<file path="config.mk">
export PLATFORM = sky130hd
export DESIGN_NAME = brk_match_unit
export DESIGN_NICKNAME = d
export VERILOG_FILES = /design/src/rtl/brk_pkg.sv /design/src/rtl/brk_regs.sv /design/src/rtl/brk_cmp.sv /design/src/rtl/brk_flag_fsm.sv /design/src/rtl/brk_match_unit.sv
export SDC_FILE = /design/constraint.sdc
export NUM_CORES = 1
export LEC_CHECK = 0
export ABC_CLOCK_PERIOD_IN_PS = 2100
export BUFFER_PORTS_ARGS = -buffer_cell sky130_fd_sc_hd__buf_4
export CORE_ASPECT_RATIO = 1.4
export CORE_MARGIN = 2
export CORE_UTILIZATION = 52
export CTS_CLUSTER_SIZE = 30
export DETAILED_ROUTE_END_ITERATION = 8
export GPL_TIMING_DRIVEN = 0
export PLACE_DENSITY = 0.8
export SYNTH_ARGS = -nofsm -noshare
export SYNTH_HDL_FRONTEND = slang
export SYNTH_SLANG_ARGS = --single-unit
</file>
<file path="constraint.sdc">
create_clock -name clk -period 2.1 [get_ports clk]
set_clock_uncertainty 0.15 [all_clocks]
set_input_delay 0.42 -clock clk [delete_from_list [all_inputs] [get_ports clk]]
set_output_delay 0.42 -clock clk [all_outputs]
set_load 0.05 [all_outputs]
</file>
<file path="src/rtl/brk_pkg.sv">
package brk_pkg;

    localparam int BUS_AW = 16;
    localparam int BUS_DW = 16;
    localparam int REG_W  = 8;
    localparam int LANES  = BUS_DW / REG_W;
    localparam int SEL_W  = 3;

    localparam logic [SEL_W-1:0] SEL_CTRL   = 3'd0;
    localparam logic [SEL_W-1:0] SEL_STAT   = 3'd1;
    localparam logic [SEL_W-1:0] SEL_BAR_HI = 3'd2;
    localparam logic [SEL_W-1:0] SEL_BAR_LO = 3'd3;
    localparam logic [SEL_W-1:0] SEL_BDR_HI = 3'd4;
    localparam logic [SEL_W-1:0] SEL_BDR_LO = 3'd5;

    localparam int FLAG_BIT = 7;
    localparam int IE_BIT   = 6;

    typedef enum logic [1:0] {
        FLG_IDLE     = 2'd0,
        FLG_HIT      = 2'd1,
        FLG_HIT_READ = 2'd2
    } flag_state_e;

    typedef struct packed {
        logic       fetch;
        logic [1:0] dir;
        logic       dcmp;
    } ctrl_t;

endpackage

</file>
<file path="src/rtl/brk_regs.sv">
module brk_regs
    import brk_pkg::*;
(
    input  logic                 clk,
    input  logic                 rst_n,
    input  logic [SEL_W-1:0]     reg_sel,
    input  logic                 reg_we,
    input  logic [REG_W-1:0]     reg_wdata,
    input  logic                 flag,
    output ctrl_t                ctrl,
    output logic                 ie,
    output logic [BUS_AW-1:0]    bar,
    output logic [BUS_DW-1:0]    bdr,
    output logic [REG_W-1:0]     reg_rdata
);

    ctrl_t             ctrl_q;
    logic              ie_q;
    logic [BUS_AW-1:0] bar_q;
    logic [BUS_DW-1:0] bdr_q;

    always_ff @(posedge clk) begin
        if (!rst_n) begin
            ctrl_q <= '0;
            ie_q   <= 1'b0;
            bar_q  <= '0;
        end else if (reg_we) begin
            unique case (reg_sel)
                SEL_CTRL: begin
                    ctrl_q.fetch <= reg_wdata[7];
                    ctrl_q.dir   <= reg_wdata[5:4];
                    ctrl_q.dcmp  <= reg_wdata[3];
                end
                SEL_STAT:   ie_q <= reg_wdata[IE_BIT];
                SEL_BAR_HI: bar_q[BUS_AW-1:REG_W] <= reg_wdata;
                SEL_BAR_LO: bar_q[REG_W-1:0]      <= reg_wdata;
                default: ;
            endcase
        end
    end

    // Break data has no reset value.
    always_ff @(posedge clk) begin
        if (reg_we && reg_sel == SEL_BDR_HI) bdr_q[BUS_DW-1:REG_W] <= reg_wdata;
        if (reg_we && reg_sel == SEL_BDR_LO) bdr_q[REG_W-1:0]      <= reg_wdata;
    end

    always_comb begin
        unique case (reg_sel)
            SEL_CTRL:   reg_rdata = {ctrl_q.fetch, 1'b0, ctrl_q.dir, ctrl_q.dcmp, 3'b000};
            SEL_STAT:   reg_rdata = {flag, ie_q, 6'b000000};
            SEL_BAR_HI: reg_rdata = bar_q[BUS_AW-1:REG_W];
            SEL_BAR_LO: reg_rdata = bar_q[REG_W-1:0];
            SEL_BDR_HI: reg_rdata = bdr_q[BUS_DW-1:REG_W];
            SEL_BDR_LO: reg_rdata = bdr_q[REG_W-1:0];
            default:    reg_rdata = '0;
        endcase
    end

    assign ctrl = ctrl_q;
    assign ie   = ie_q;
    assign bar  = bar_q;
    assign bdr  = bdr_q;

endmodule

</file>
<file path="src/rtl/brk_cmp.sv">
module brk_cmp
    import brk_pkg::*;
(
    input  logic              bus_valid,
    input  logic              bus_fetch,
    input  logic              bus_write,
    input  logic              bus_word,
    input  logic [BUS_AW-1:0] bus_addr,
    input  logic [BUS_DW-1:0] bus_data,
    input  ctrl_t             ctrl,
    input  logic [BUS_AW-1:0] bar,
    input  logic [BUS_DW-1:0] bdr,
    output logic              hit
);

    localparam int TOP_LANE = LANES - 1;

    logic [LANES-1:0] lane_eq;
    logic type_ok, dir_ok, addr_ok, data_ok, align_ok;

    for (genvar i = 0; i < LANES; i++) begin : g_lane
        assign lane_eq[i] = (bus_data[i*REG_W +: REG_W] == bdr[i*REG_W +: REG_W]);
    end

    always_comb begin
        type_ok  = (bus_fetch == ctrl.fetch);
        dir_ok   = ctrl.dir[1] ? 1'b1 : (ctrl.dir[0] ? bus_write : !bus_write);
        addr_ok  = (bus_addr == bar);
        // Byte data always rides on the upper half of the bus.
        data_ok  = !ctrl.dcmp || (bus_word ? (&lane_eq) : lane_eq[TOP_LANE]);
        align_ok = !(bus_word && bus_addr[0]);
        hit      = bus_valid && type_ok && dir_ok && addr_ok && data_ok && align_ok;
    end

endmodule

</file>
<file path="src/rtl/brk_flag_fsm.sv">
module brk_flag_fsm
    import brk_pkg::*;
(
    input  logic clk,
    input  logic rst_n,
    input  logic hit,
    input  logic stat_rd,
    input  logic clr_wr,
    input  logic ie,
    output logic flag,
    output logic irq
);

    flag_state_e state_q, state_d;
    logic        irq_q;

    always_ff @(posedge clk) begin
        if (!rst_n) state_q <= FLG_IDLE;
        else        state_q <= state_d;
    end

    always_comb begin
        state_d = state_q;
        unique case (state_q)
            FLG_IDLE:     if (hit) state_d = FLG_HIT;
            FLG_HIT:      if (stat_rd) state_d = FLG_HIT_READ;
            FLG_HIT_READ: if (clr_wr) state_d = hit ? FLG_HIT : FLG_IDLE;
            default:      state_d = FLG_IDLE;
        endcase
    end

    assign flag = (state_q != FLG_IDLE);

    always_ff @(posedge clk) begin
        if (!rst_n) irq_q <= 1'b0;
        else        irq_q <= flag && ie;
    end

    assign irq = irq_q;

endmodule

</file>
<file path="src/rtl/brk_match_unit.sv">
module brk_match_unit
    import brk_pkg::*;
(
    input  logic        clk,
    input  logic        rst_n,
    input  logic        bus_valid,
    input  logic        bus_fetch,
    input  logic        bus_write,
    input  logic        bus_word,
    input  logic [15:0] bus_addr,
    input  logic [15:0] bus_data,
    input  logic [2:0]  reg_sel,
    input  logic        reg_we,
    input  logic        reg_re,
    input  logic [7:0]  reg_wdata,
    output logic [7:0]  reg_rdata,
    output logic        break_irq
);

    ctrl_t             ctrl;
    logic              ie;
    logic [BUS_AW-1:0] bar;
    logic [BUS_DW-1:0] bdr;
    logic              hit, flag, stat_rd, clr_wr;

    assign stat_rd = reg_re && (reg_sel == SEL_STAT);
    assign clr_wr  = reg_we && (reg_sel == SEL_STAT) && !reg_wdata[FLAG_BIT];

    brk_regs u_regs (
        .clk       (clk),
        .rst_n     (rst_n),
        .reg_sel   (reg_sel),
        .reg_we    (reg_we),
        .reg_wdata (reg_wdata),
        .flag      (flag),
        .ctrl      (ctrl),
        .ie        (ie),
        .bar       (bar),
        .bdr       (bdr),
        .reg_rdata (reg_rdata)
    );

    brk_cmp u_cmp (
        .bus_valid (bus_valid),
        .bus_fetch (bus_fetch),
        .bus_write (bus_write),
        .bus_word  (bus_word),
        .bus_addr  (bus_addr),
        .bus_data  (bus_data),
        .ctrl      (ctrl),
        .bar       (bar),
        .bdr       (bdr),
        .hit       (hit)
    );

    brk_flag_fsm u_fsm (
        .clk     (clk),
        .rst_n   (rst_n),
        .hit     (hit),
        .stat_rd (stat_rd),
        .clr_wr  (clr_wr),
        .ie      (ie),
        .flag    (flag),
        .irq     (break_irq)
    );

endmodule

</file>
; ---- Yosys cells after proc, flatten, opt, wreduce, memory -nomap -nowiden
; Index checks and enable logic that the tools add are counted.
[word_totals]
regBits = 40
in_bits = 51
[op_classes]
n_eq_ne = 14
n_mux = 9
n_reduce_logical = 26
[op_table]
columns = operator, n
row1 = one-hot mux 8 bit (6 select lines), 1
row2 = equality test 16 bit, 1
row3 = equality test 8 bit, 2
row4 = logical AND 1 bit, 12
row5 = AND reduction 2 bit, 5
row6 = equality test 3 x 2 -> 1 bit (second input constant), 2
row7 = equality test 3 bit (second input constant), 2
row8 = two-way mux 2 bit, 3
row9 = one-hot mux 2 bit (3 select lines), 1
row10 = logical NOT 1 bit, 4
row11 = two-way mux 1 bit, 4
row12 = inequality test 2 bit (second input constant), 2
row13 = equality test 3 x 1 -> 1 bit (second input constant), 1
row14 = logical NOT 3 bit, 1
row15 = AND reduction 3 bit, 1
row16 = equality test 2 x 1 -> 1 bit (second input constant), 1
row17 = equality test 2 bit (second input constant), 1
row18 = logical NOT 2 bit, 1
row19 = inequality test 2 x 1 -> 1 bit (second input constant), 1
row20 = nonzero test 2 bit, 1
row21 = equality test 1 bit, 1
row22 = logical OR 1 bit, 1

; ---- Longest topological paths before layout
; Gate-level depths: netlist (run 1).
[depth]
word_depth = 10
mapped_depth = 5
ltp_nobuf = 5

; ---- Modules after synthesis
; From an unflattened synthesis (run 1), not the netlist that was laid out.
[unflattened]
cells_unflattened = 208
hier_area_um2 = 2263.4
[modules_own_cells]
columns = mod, instances, cells_each, area_per_inst_um2, seq_area_each_um2
row1 = brk_regs, 1, 143, 1681.6, 900.9
row2 = brk_cmp, 1, 49, 405.4, 0.0
row3 = brk_flag_fsm, 1, 13, 126.4, 60.1
row4 = brk_match_unit, 1, 3, 50.0, 0.0

; ---- Least setup slack after synthesis (run 1)
; OpenSTA, ideal clock, no wires.
[synth_timing]
path_type = input to output
from = in reg_sel[1]
to = out reg_rdata[0]
arrival_ns = 1.813
required_ns = 1.530
path_slack_ns = -0.283
stages = 4
path_buffers = 1
cell_sequence = clkbuf_1 > nor2b_1 > a22oi_1 > a21oi_1
[synth_via]
elab_chain_len = 2
elab_cells_between_ends = 7
[synth_lines]
columns = element, line
row1 = "start, declared", brk_match_unit.sv:12  ; input logic [2:0] reg_sel,
row2 = "equality test 3 bit, or another cell as far along", brk_regs.sv:49  ; unique case (reg_sel)
row3 = one-hot mux 8 bit (6 select lines) (*), brk_regs.sv:49
row4 = "end, declared", brk_match_unit.sv:16  ; output logic [7:0] reg_rdata,
; Every way passes the cells marked *; elsewhere a longest branch is shown, timed or not.

; ---- Worst setup path after layout (run 1)
[layout_timing]
from = in reg_sel[1]
to = out reg_rdata[3]
; The elaborated chain is that of the path after synthesis.

==> summary.md, run 1 <==
| Metric | Value |
|---|---|
| Crit-path leading delay family | buffers and inverters |
| CP Launch Type | input pin |
| Crit-path max cell delay | 210 ps |
| Num rows | 27 |
| Synth top area cells | dfxtp_1 22%, edfxtp_1 22%, xnor2_1 7.8% |
| Synth warn | 0 |
| First-pass GRT wire length | 8.34 mm |
| Most frequent cells in the layout | 60 x buf_4, 38 x nand2_1, 23 x dfxtp_1 |
| Clock share of power | 29.8% |
| Die H | 80.0 um |
| Leakage | between 1 and 1.5 nW |
| Sequential element share of the synthesized area | 44.8% |
| CTS tree | yes |
| Via count | 1858 |
| Sw Ratio | 25.9% |
| Placer's final routability congestion estimate | around 0.90 |
| Most frequent CP cell | buf_4 |
| Synthesized area | 0.00215 mm^2 |
| Hold WC Path Type | input pin to flop |
| Comb pwr share | 18.3% |
| Initial Utilization | 54.3% |
| Worst Max-Slew Pin Slew | 692 ps |
| Largest net degree at the start of global routing | 15 |
| WS Path Type | input pin to output port |
| Cell taking the most area after synthesis | dfxtp_1 |
| Layout cells sized above 1 | roughly 30% |
| Routed vias/inst | 5.65 |
| Final Util | 70.3% |
| N_diodes | 0 |
| Clk buf depth | 2 |
| Tcrit/Tclk final | 97.5% |
| Fmax | roughly 0.49 GHz |
| Power per Cell Area | between 500 and 600 mW/mm^2 |
| Placed Area | around 0.0027 mm^2 |
| Worst Path Arrival | 1480 ps |
| Most common cell after layout, fill and taps aside | buf_4 |
| IO buf count | 59 |
| Peak supply drop | between 0.5 and 0.6 mV |
| Slew HR | approximately 54% |
| Clock-pin slew on the worst setup and hold paths | 70 ps |
| DP HPWL | 4.24 mm |
| Die outline area | 0.00467 mm^2 |
| Mean Syn Cell Area | 9.76 um^2 |
| Synthesized Nets | ~270 |
| Area grow syn2layout | 29.4% |
| WP data required | ~1500 ps |
| Cells after Synth | 220 |
| Drt wl/cell | about 16 um |
| Hold_buf cts | 0 |
| Die extent in x | 58.3 um |
| Final Setup Violations | 0 |
| Gr usage total | 24.2% |
| Initial drt markers | 53 |
| Crit path buffers/inverters | 3 |
| Vias in the first global route | 1729 |
| Final WL | about 5.3 mm |
| Crit end category | output port |
| Fin. max-slew vios | 0 |
| Fin. Hold Viols | 0 |
| Number of routed nets with antenna violations | 0 |
| Net Sw Power | 0.419 mW |
| Final Cell Area | 0.00278 mm^2 |
| Root Buffer | clkbuf_8 |
| Post-layout minimum cycle time | 2050 ps |
| Status | finished clean |
| Worst-path fanout max | 10 |
| Grt ovf | 0 |
| Seq pwr share | about half |
| Critical-path cell list | buf_4 > clkbuf_4 > and2_1 > a22oi_1 > o221ai_2 > buf_4 |
| Worst skew pair latency | 290 ps |
| Ports | 60 |
| Crit-path slowest cell | a22oi_1 |
| Int Power | 1.20 mW |
| Fin nets | 336 |
| DRC | 0 |
| Yosys top cell area share | 22.4% |
| DRT Pass-1 Iters | 4 |
| Antenna violations before repair | 0 |
| Fill count | 333 |
| # H-tree levels | 2 |
| Sink Count | 40 |
| RSZ-0062 raised after global routing | yes |
| Cts bufs inserted | 5 |
| Max Cap Violations | 0 |
| Floorplan Core Area | 0.00395 mm^2 |
| Synth Register Bits | 40 |
| Synth cell types | 39 |
stage by stage:
step / std cells / hold WS (ps) / TNS (ps) / power [mW] / setup WS [ps]
5_1_grt: 329 / 182 / -36.7 / 1.68 / -30.2
4_1_cts: 329 / 194 / 0 / 1.62 / 3.47
6_report: 329 / 194 / 0 / 1.62 / 51.8
3_5_place_dp: 322 / 326 / -5200 / 1.15 / -244
2_1_floorplan: 220 / 293 / -543 / 1.01 / -202
3_3_place_gp: 322 / 322 / -5020 / 1.15 / -244
cell usage after synthesis:
library cell / n
nor3_2: 1
o211a_1: 1
a21oi_1: 8
mux2i_1: 11
or2_1: 1
nand4_1: 5
or3_1: 1
nor4_4: 1
inv_1: 1
nand2b_2: 1
edfxtp_1: 16
o221ai_1: 2
nor2b_1: 9
a221oi_1: 3
dfxtp_1: 24
and2_1: 1
nand2_1: 38
o41ai_1: 1
buf_2: 2
o21ai_1: 1
o21ai_0: 1
nor2_1: 11
o21ai_2: 1
a211o_1: 1
nand2b_1: 3
xnor2_1: 19
o2111ai_1: 1
mux2_2: 1
a22oi_1: 6
nand4b_1: 1
a21boi_1: 16
o22ai_1: 2
o211ai_1: 1
xor2_1: 14
clkbuf_1: 6
nor3_1: 4
nand3_1: 2
a2111oi_2: 1
nor4_2: 1
layout make-up:
class / instances / area (um^2) / area share [%]
timing repair buffer: 59 / 447 / 16.1
tap: 43 / 53.8 / 1.94
clock inverter: 1 / 5.00 / 0.180
buffer: 7 / 38.8 / 1.40
inverter: 1 / 3.75 / 0.135
sequential: 40 / 962 / 34.6
multi-input combinational: 171 / 1190 / 42.9
clock buffer: 7 / 76.3 / 2.75
power groups by stage:
stage | Clock, mW | Sequential [mW] | Combinational [mW]
floorplan | 0 | 0.854 | 0.157
global placement | 0 | 0.858 | 0.287
detailed placement | 0 | 0.859 | 0.291
CTS | 0.482 | 0.841 | 0.294
global route | 0.524 | 0.843 | 0.317
finish | 0.483 | 0.842 | 0.297
path summary, 6_finish.rpt:
kind / slack [ps] / from / end / depth (start not counted)
max: 50 / reg_sel[1] / reg_rdata[3] / 6
min: 190 / reg_wdata[2] / u_regs.bdr[2] / 1
max reg2reg: 390 / u_regs.bar[5] / u_fsm.state_q[0] / 5
min reg2reg: 330 / u_regs.bar[6] / u_regs.bar[6] / 2
cell families after synthesis:
group                  synth area share (%)
XOR/XNOR                               13.5
AND/OR/NAND/NOR                        18.6
multiplexers                           5.65
flip-flops                             44.8
buffers and inverters                  1.69
AO/OA/AOI/OAI                          15.8
state kept, by name (all words and copies together) (netlist names):
| register | flops |
|---|---|
| u_regs.bdr | 16 |
| u_fsm.state_q | 2 |
| u_regs.ctrl | 4 |
| u_regs.ie | 1 |
| u_regs.bar | 16 |
| u_fsm.irq | 1 |
metal layers:
metal  track usage [%]  wire (um)
met4              9.07        125
met2              41.8       2760
met3              5.83        292
met1              28.3       2070
met5                 0          0
timing repair:
action	CTS	global route
gates resized for setup	6	11
pin swaps	0	0
setup endpoints to repair	8	7
buffers inserted	0	0
Power figures use the tool's default switching activity.
==> run 2: changes to the inputs <==
Settings changed: BUFFER_PORTS_ARGS -buffer_cell sky130_fd_sc_hd__buf_4 to default, CORE_UTILIZATION 52 to 63, DONT_BUFFER_PORTS from default to 1, PLACE_DENSITY 0.8 to 0.79, SYNTH_HIERARCHICAL from default to 1.
==> run 2 against run 1 <==
  * The run now ends with negative setup slack left
  * Via count is 12% lower
  * Synthesized cell count is 5.5% lower
  * Cell count is 22% lower
  * Largest cell class unchanged
  * Critical endpoint is now reg_rdata[7]
  * Die area is 12% lower
  * Non-clock buffer count is 55 lower
  * Sequential share of layout area is 3.6 points higher
  * Worst hold slack worse by 120 ps
==> summary.md, run 2 <==
| Metric | Value |
|---|---|
| Compound-Gate Fraction of Synth Area | a little under a tenth |
| Worst Max-Slew Pin Slew | 1150 ps |
| Setup TNS | -45.6 ps |
| Fmax | 0.466 GHz |
| Fin. max-slew vios | 0 |
| Synthesized area | 0.00226 mm^2 |
| Worst Path Arrival | 1580 ps |
| Die H | 74.9 um |
| Crit-path slowest cell | mux4_2 |
| WS Path Type | flop to output port |
| Post-synth EDFFs | 16 |
| Yosys top cell area share | 21.2% |
| Dpl ws | -216 ps |
| Final Cell Area | ~0.0025 mm^2 |
| Gr usage total | 28.3% |
| Crit end category | output port |
| Synth cell types | 49 |
| Final Setup Violations | 1 |
| Drt wl/cell | 20.4 um |
| First-pass GRT wire length | 8.01 mm |
| Synthesized Nets | 259 |
| Clock-pin slew on the worst setup and hold paths | ~70 ps |
| DP HPWL | 4.09 mm |
| Initial Utilization | 66.4% |
| Floorplan Core Area | 0.00341 mm^2 |
| Synth Area in XOR/XNOR | between 10% and 20% |
| Synth warn | 6 |
| Sequential cell area | 963 um^2 |
| Root Buffer | clkbuf_8 |
| Critical-path cell list | or2_4 > mux4_2 > nand2b_4 > o21ai_4 |
| Num rows | 25 |
| Most frequent cells in the layout | 31 x xor2_1, 23 x mux2i_1, 22 x dfxtp_1 |
| Hold WC Path Type | input pin to flop |
| Ports | 60 |
| Crit-path max cell delay | approximately 500 ps |
| Count leader, synth | xor2_1 |
| Post-layout minimum cycle time | between 2000 and 2500 ps |
| Multiplexer share of the synthesized area | roughly 11% |
| Met1 WL | a little over 2 mm |
| DRT Pass-1 Iters | 4 |
| Fin. Hold Viols | 0 |
| Final Util | 73.9% |
| Placed cells | between 200 and 250 |
| Cts bufs inserted | 5 |
| Worst skew pair latency | 290 ps |
| Largest family of logic cells by synthesized area | simple AND/OR/NAND/NOR gates |
| Tcrit/Tclk final | 102% |
| Die extent in x | 54.7 um |
| Antenna violations before repair | 0 |
| PnR worst setup slack | -45.6 ps |
| Post-synth ARST share | 0% |
| Cell taking the most area after synthesis | dfxtp_1 |
| Placer's final routability congestion estimate | between 0.8 and 0.9 |
| Worst-path fanout max | 2 |
| Fin nets | around 270 |
| Initial drt markers | 36 |
| Cells after Synth | about 210 |
| # H-tree levels | 2 |
| CP Launch Type | flop |
| Leakage | 0.904 nW |
| Peak supply drop | 0.703 mV |
| Top cells by count, synth | 31 x xor2_1, 24 x dfxtp_1, 23 x mux2i_1 |
| Fill count | about 250 |
| Number of routed nets with antenna violations | 0 |
| Vias in the first global route | 1652 |
| Met2 WL | about 2.7 mm |
| Synth top area cells | dfxtp_1 21%, edfxtp_1 21%, xor2_1 12% |
| Uppermost layer routed | met4 |
| Design Power | 1.63 mW |
| Sequential element share of the synthesized area | 42.5% |
| Ys flop type | dfxtp_1 |
| Via count | 1633 |
| Clk buf depth | 2 |
| Simple-Gate Fraction of Synth Area | 20.6% |
| Status | complete, but fails checks |
| RSZ-0062 raised after global routing | yes |
| Largest net degree at the start of global routing | 13 |
| Final WL | 5.25 mm |
| DRC | 0 |
| Post-synthesis adder-cell area fraction | 0% |
| Most common cell after layout, fill and taps aside | xor2_1 |
| Slew HR | 23.4% |
| Placed Area | roughly 0.0024 mm^2 |
| Area grow syn2layout | 11.3% |
| Final cell count without fillers | between 200 and 300 |
| Max Cap Violations | 0 |
| Met3 wire length | around 370 um |
| Grt ovf | 0 |
| Sink Count | 40 |
| Die outline area | 0.00410 mm^2 |
| IO buf count | 0 |
| Area taken by multi-input logic gates | around 0.0013 mm^2 |
| Mean Syn Cell Area | 10.9 um^2 |
| WP data required | 1530 ps |
| Power per Cell Area | 648 mW/mm^2 |
| Routed vias/inst | 6.33 |
| Synth Register Bits | 40 |
| CTS tree | yes |
| Violated checks | negative setup slack |
| Worst Hold Margin | 70.4 ps |
| N_diodes | 0 |
| Layout cells sized above 1 | 19.3% |
-- run 2: path summary, 6_finish.rpt --
check / endpoint / cells after the start / from / slack, ps
worst max-delay path: reg_rdata[7] / 4 / u_fsm/state_q[1] / -50
worst min-delay path: u_regs/bdr[13] / 0 / reg_wdata[5] / 70
worst max register to register: u_fsm/state_q[0] / 6 / u_regs/bdr[6] / 90
worst min register to register: u_regs/bar[1] / 2 / u_regs/bar[1] / 350
-- run 2: per-layer routing --
metal | vias to the layer above | track usage (%)
li1 | 768 | -
met1 | 785 | 33.3
met2 | 70 | 48.9
met3 | 10 | 6.35
met4 | 0 | 10.6
met5 | - | 0
-- run 2: kinds of logic after synthesis --
| kind of cell | count (synthesis) |
|---|---|
| xor gates and xnor gates | 33 |
| AOI/OAI and AO/OA | 29 |
| muxes | 24 |
| and+or+nand+nor | 68 |
| DFF | 40 |
| buffers and inverters | 14 |
-- run 2: area by class of cell --
class / instances / area share, %
clock buffers: 6 / 2.88
clock inverters: 2 / 1.39
flip-flops and latches: 40 / 38.2
well taps: 40 / 1.99
inverters: 5 / 0.745
repair buffers: 2 / 0.596
multi-input cells: 154 / 51.9
plain buffers: 9 / 2.23
-- run 2: repair_timing --
action / 4_1_cts / 5_1_grt
gates resized for setup: 9 / 2
endpoints found under the setup margin: 3 / 2
buffers inserted: 2 / 0
endpoints found under the hold margin: 0 / 0
gates cloned: 0 / 0
hold buffers: 0 / 0
-- run 2: power breakdown --
part | internal, mW | switching [mW]
clock | 0.352 | 0.254
combinational | 0.0762 | 0.109
sequential | 0.826 | 0.0153
-- run 2: critical path, delay by kind of cell, from the launching register on --
kind	cells	cell delay, ps
AOI/OAI and AO/OA	1	120
DFF	1	320
muxes	1	500
and+or+nand+nor	2	340
==> run 3: changes to the inputs <==
Settings changed: ABC_CLOCK_PERIOD_IN_PS 2100 to 2200.
Clock period 2.1 ns to 2.2 ns, I/O delays scaled along.
==> run 3 against run 2 <==
  * The run now ends clean
  * Highest routed layer unchanged
  * Worst setup slack improved by 78 ps
  * Largest power group unchanged
  * Critical path depth unchanged
  * Largest cell class unchanged
  * Utilization decreased by 0.18 points
  * First-iteration DRC count increased by 22%
  * Register-to-register slack improved by 60 ps
  * Cell count unchanged
  * Global-route usage unchanged
  * Non-clock buffer count unchanged
  * Sequential power decreased by 4.6%
  * Count of clock-buffer cells in the layout unchanged
  * Sequential cell count unchanged
  * Clock power decreased by 4.5%
==> summary.md, run 3 (synthesis results as in run 2) <==
| Metric | Value |
|---|---|
| Ports | 60 |
| Post-layout minimum cycle time | 2170 ps |
| Placed cells | roughly 250 |
| Fin. max-slew vios | 0 |
| Power per Cell Area | approximately 620 mW/mm^2 |
| Worst reg2reg path depth | 6 |
| First-pass GRT wire length | 7.98 mm |
| Sink Count | 40 |
| Crit end category | output port |
| Final cell count without fillers | 258 |
| Worst skew pair latency | 290 ps |
| Peak supply drop | 0.670 mV |
| Critical Path Start | u_fsm/state_q[1] |
| Initial Utilization | 66.4% |
| Most frequent cells in the layout | 31 x xor2_1, 23 x mux2i_1, 22 x dfxtp_1 |
| Final WL | 5.23 mm |
| Routed vias/inst | 6.34 |
| Tcrit/Tclk final | 98.5% |
| Critical-path cell list | or2_4 > mux4_2 > nand2b_4 > o21ai_4 |
| Crit-path slowest cell | mux4_2 |
| Crit path depth | 4 |
| Setup TNS | 0 ps |
| Clk buf depth | 2 |
| Worst Path Arrival | roughly 1600 ps |
| Int Power | 1.20 mW |
| WP data required | 1610 ps |
| Fmax | 0.461 GHz |
| Gr usage total | ~28% |
| Hold path depth | 0 |
| Grt ovf | 0 |
| Status | finished clean |
| Worst R2R Setup Slack | 150 ps |
| # H-tree levels | 2 |
| Comb pwr share | 11.3% |
| Drt wl/cell | 20.3 um |
| Fin. Hold Viols | 0 |
| Crit-path leading delay family | multiplexers |
| Via count | 1637 |
| Fin nets | 268 |
| Layout cells sized above 1 | between 10% and 20% |
| Root Buffer | clkbuf_8 |
| Initial drt markers | 44 |
| Die H | 74.9 um |
| Most common cell after layout, fill and taps aside | xor2_1 |
| Clock share of power | 37.2% |
| Worst hold endpoint | u_regs/bdr[13] |
| Leakage | 0.903 nW |
| Crit path buffers/inverters | 0 |
| RSZ-0062 raised after global routing | no |
| WS Path Type | flop to output port |
| R2r endpoint | u_fsm/state_q[0] |
| Clock-pin slew on the worst setup and hold paths | 70 ps |
| Cts bufs inserted | 5 |
| N_diodes | 0 |
| DRT Pass-1 Iters | 4 |
| Hold_buf cts | 0 |
| Die extent in x | 54.7 um |
| Placer's final routability congestion estimate | a little under 0.9 |
| DRC | 0 |
| Crit-path max cell delay | 500 ps |
| Net Sw Power | ~0.36 mW |
| Number of routed nets with antenna violations | 0 |
| Area grow syn2layout | 11.1% |
| Slew HR | 23.4% |
| Final Cell Area | 0.00251 mm^2 |
| Vias in the first global route | ~1700 |
| Design Power | roughly 1.6 mW |
| CTS tree | yes |
| Worst-path fanout max | 2 |
| Max Cap Violations | 0 |
| Worst Max-Slew Pin Slew | 1150 ps |
| Die outline area | 0.00410 mm^2 |
| CP Launch Type | flop |
| Seq pwr share | roughly half |
| Num rows | 25 |
| Worst Min Path Start | reg_wdata[5] |
| DP HPWL | about 4.1 mm |
| FF-to-FF Start | u_regs/bdr[2] |
| IO buf count | 0 |
| Largest net degree at the start of global routing | 13 |
| Final Setup Violations | 0 |
| Floorplan Core Area | between 0.003 and 0.004 mm^2 |
| Placed Area | about 0.0024 mm^2 |
| Antenna violations before repair | 0 |
| Sw Ratio | 23.2% |
| Hold WC Path Type | input pin to flop |
-- run 3: cell counts in the layout (fill, tap and decap cells not counted) --
Identical to the previous run, type by type.
-- run 3: routing by layer --
| metal | global-route usage, % | routed length (um) | vias to the layer above |
|---|---|---|---|
| met3 | 6.75 | 485 | 10 |
| met4 | 10.6 | 102 | 0 |
| met1 | 33.2 | 1880 | 785 |
| li1 | - | - | 766 |
| met2 | 48.8 | 2770 | 76 |
| met5 | 0 | 0 | - |
-- run 3: worst max path at each step --
stage | endpoint | slack (ps)
6_report | reg_rdata[7] | 30
5_1_grt | u_fsm/state_q[0] | 8
4_1_cts | u_fsm/state_q[0] | 30
3_5_place_dp | u_regs/bdr[9] | -140
3_3_place_gp | u_regs/bdr[10] | -120
2_1_floorplan | reg_rdata[7] | 50
-- run 3: per-stage QoR --
step	util [%]	hold WS [ps]	setup slack [ps]
2_1_floorplan	-	289	47.6
3_3_place_gp	69.0	300	-118
3_5_place_dp	69.0	332	-136
4_1_cts	73.1	88.4	29.7
5_1_grt	73.7	76.3	7.96
6_report	73.7	90.2	32.7
-- run 3: power by group through the flow --
stage                     Combinational (mW)  Sequential [mW]  Clock [mW]
final                                  0.175            0.803       0.579
after global routing                   0.188            0.804       0.624
after floorplan                        0.144            0.815           0
after CTS                              0.174            0.803       0.584
after detailed placement               0.170            0.820           0
after global placement                 0.167            0.818           0
-- run 3: worst register-to-register path: stages (launching register included) --
cell and delay [ps]:
edfxtp_1 410, xor2_1 180, nor4_1 330, a21oi_1 180, a2111oi_4 410, nor2_1 80
o41ai_1 210
-- run 3: what timing repair did --
item | CTS | global route
endpoints found under the setup margin | 1 | 2
buffers inserted | 2 | 0
hold endpoints to repair | 0 | 0
resized for setup | 7 | 3
-- run 3: area by class of cell --
class / instances / area [um^2]
plain buffers: 9 / 56.3
fillers: 253 / 896
flip-flops and latches: 40 / 963
inverters: 5 / 18.8
clock buffers: 6 / 72.6
well taps: 40 / 50.0
clock inverters: 2 / 35.0
repair buffers: 2 / 15.0
multi-input cells: 154 / 1300
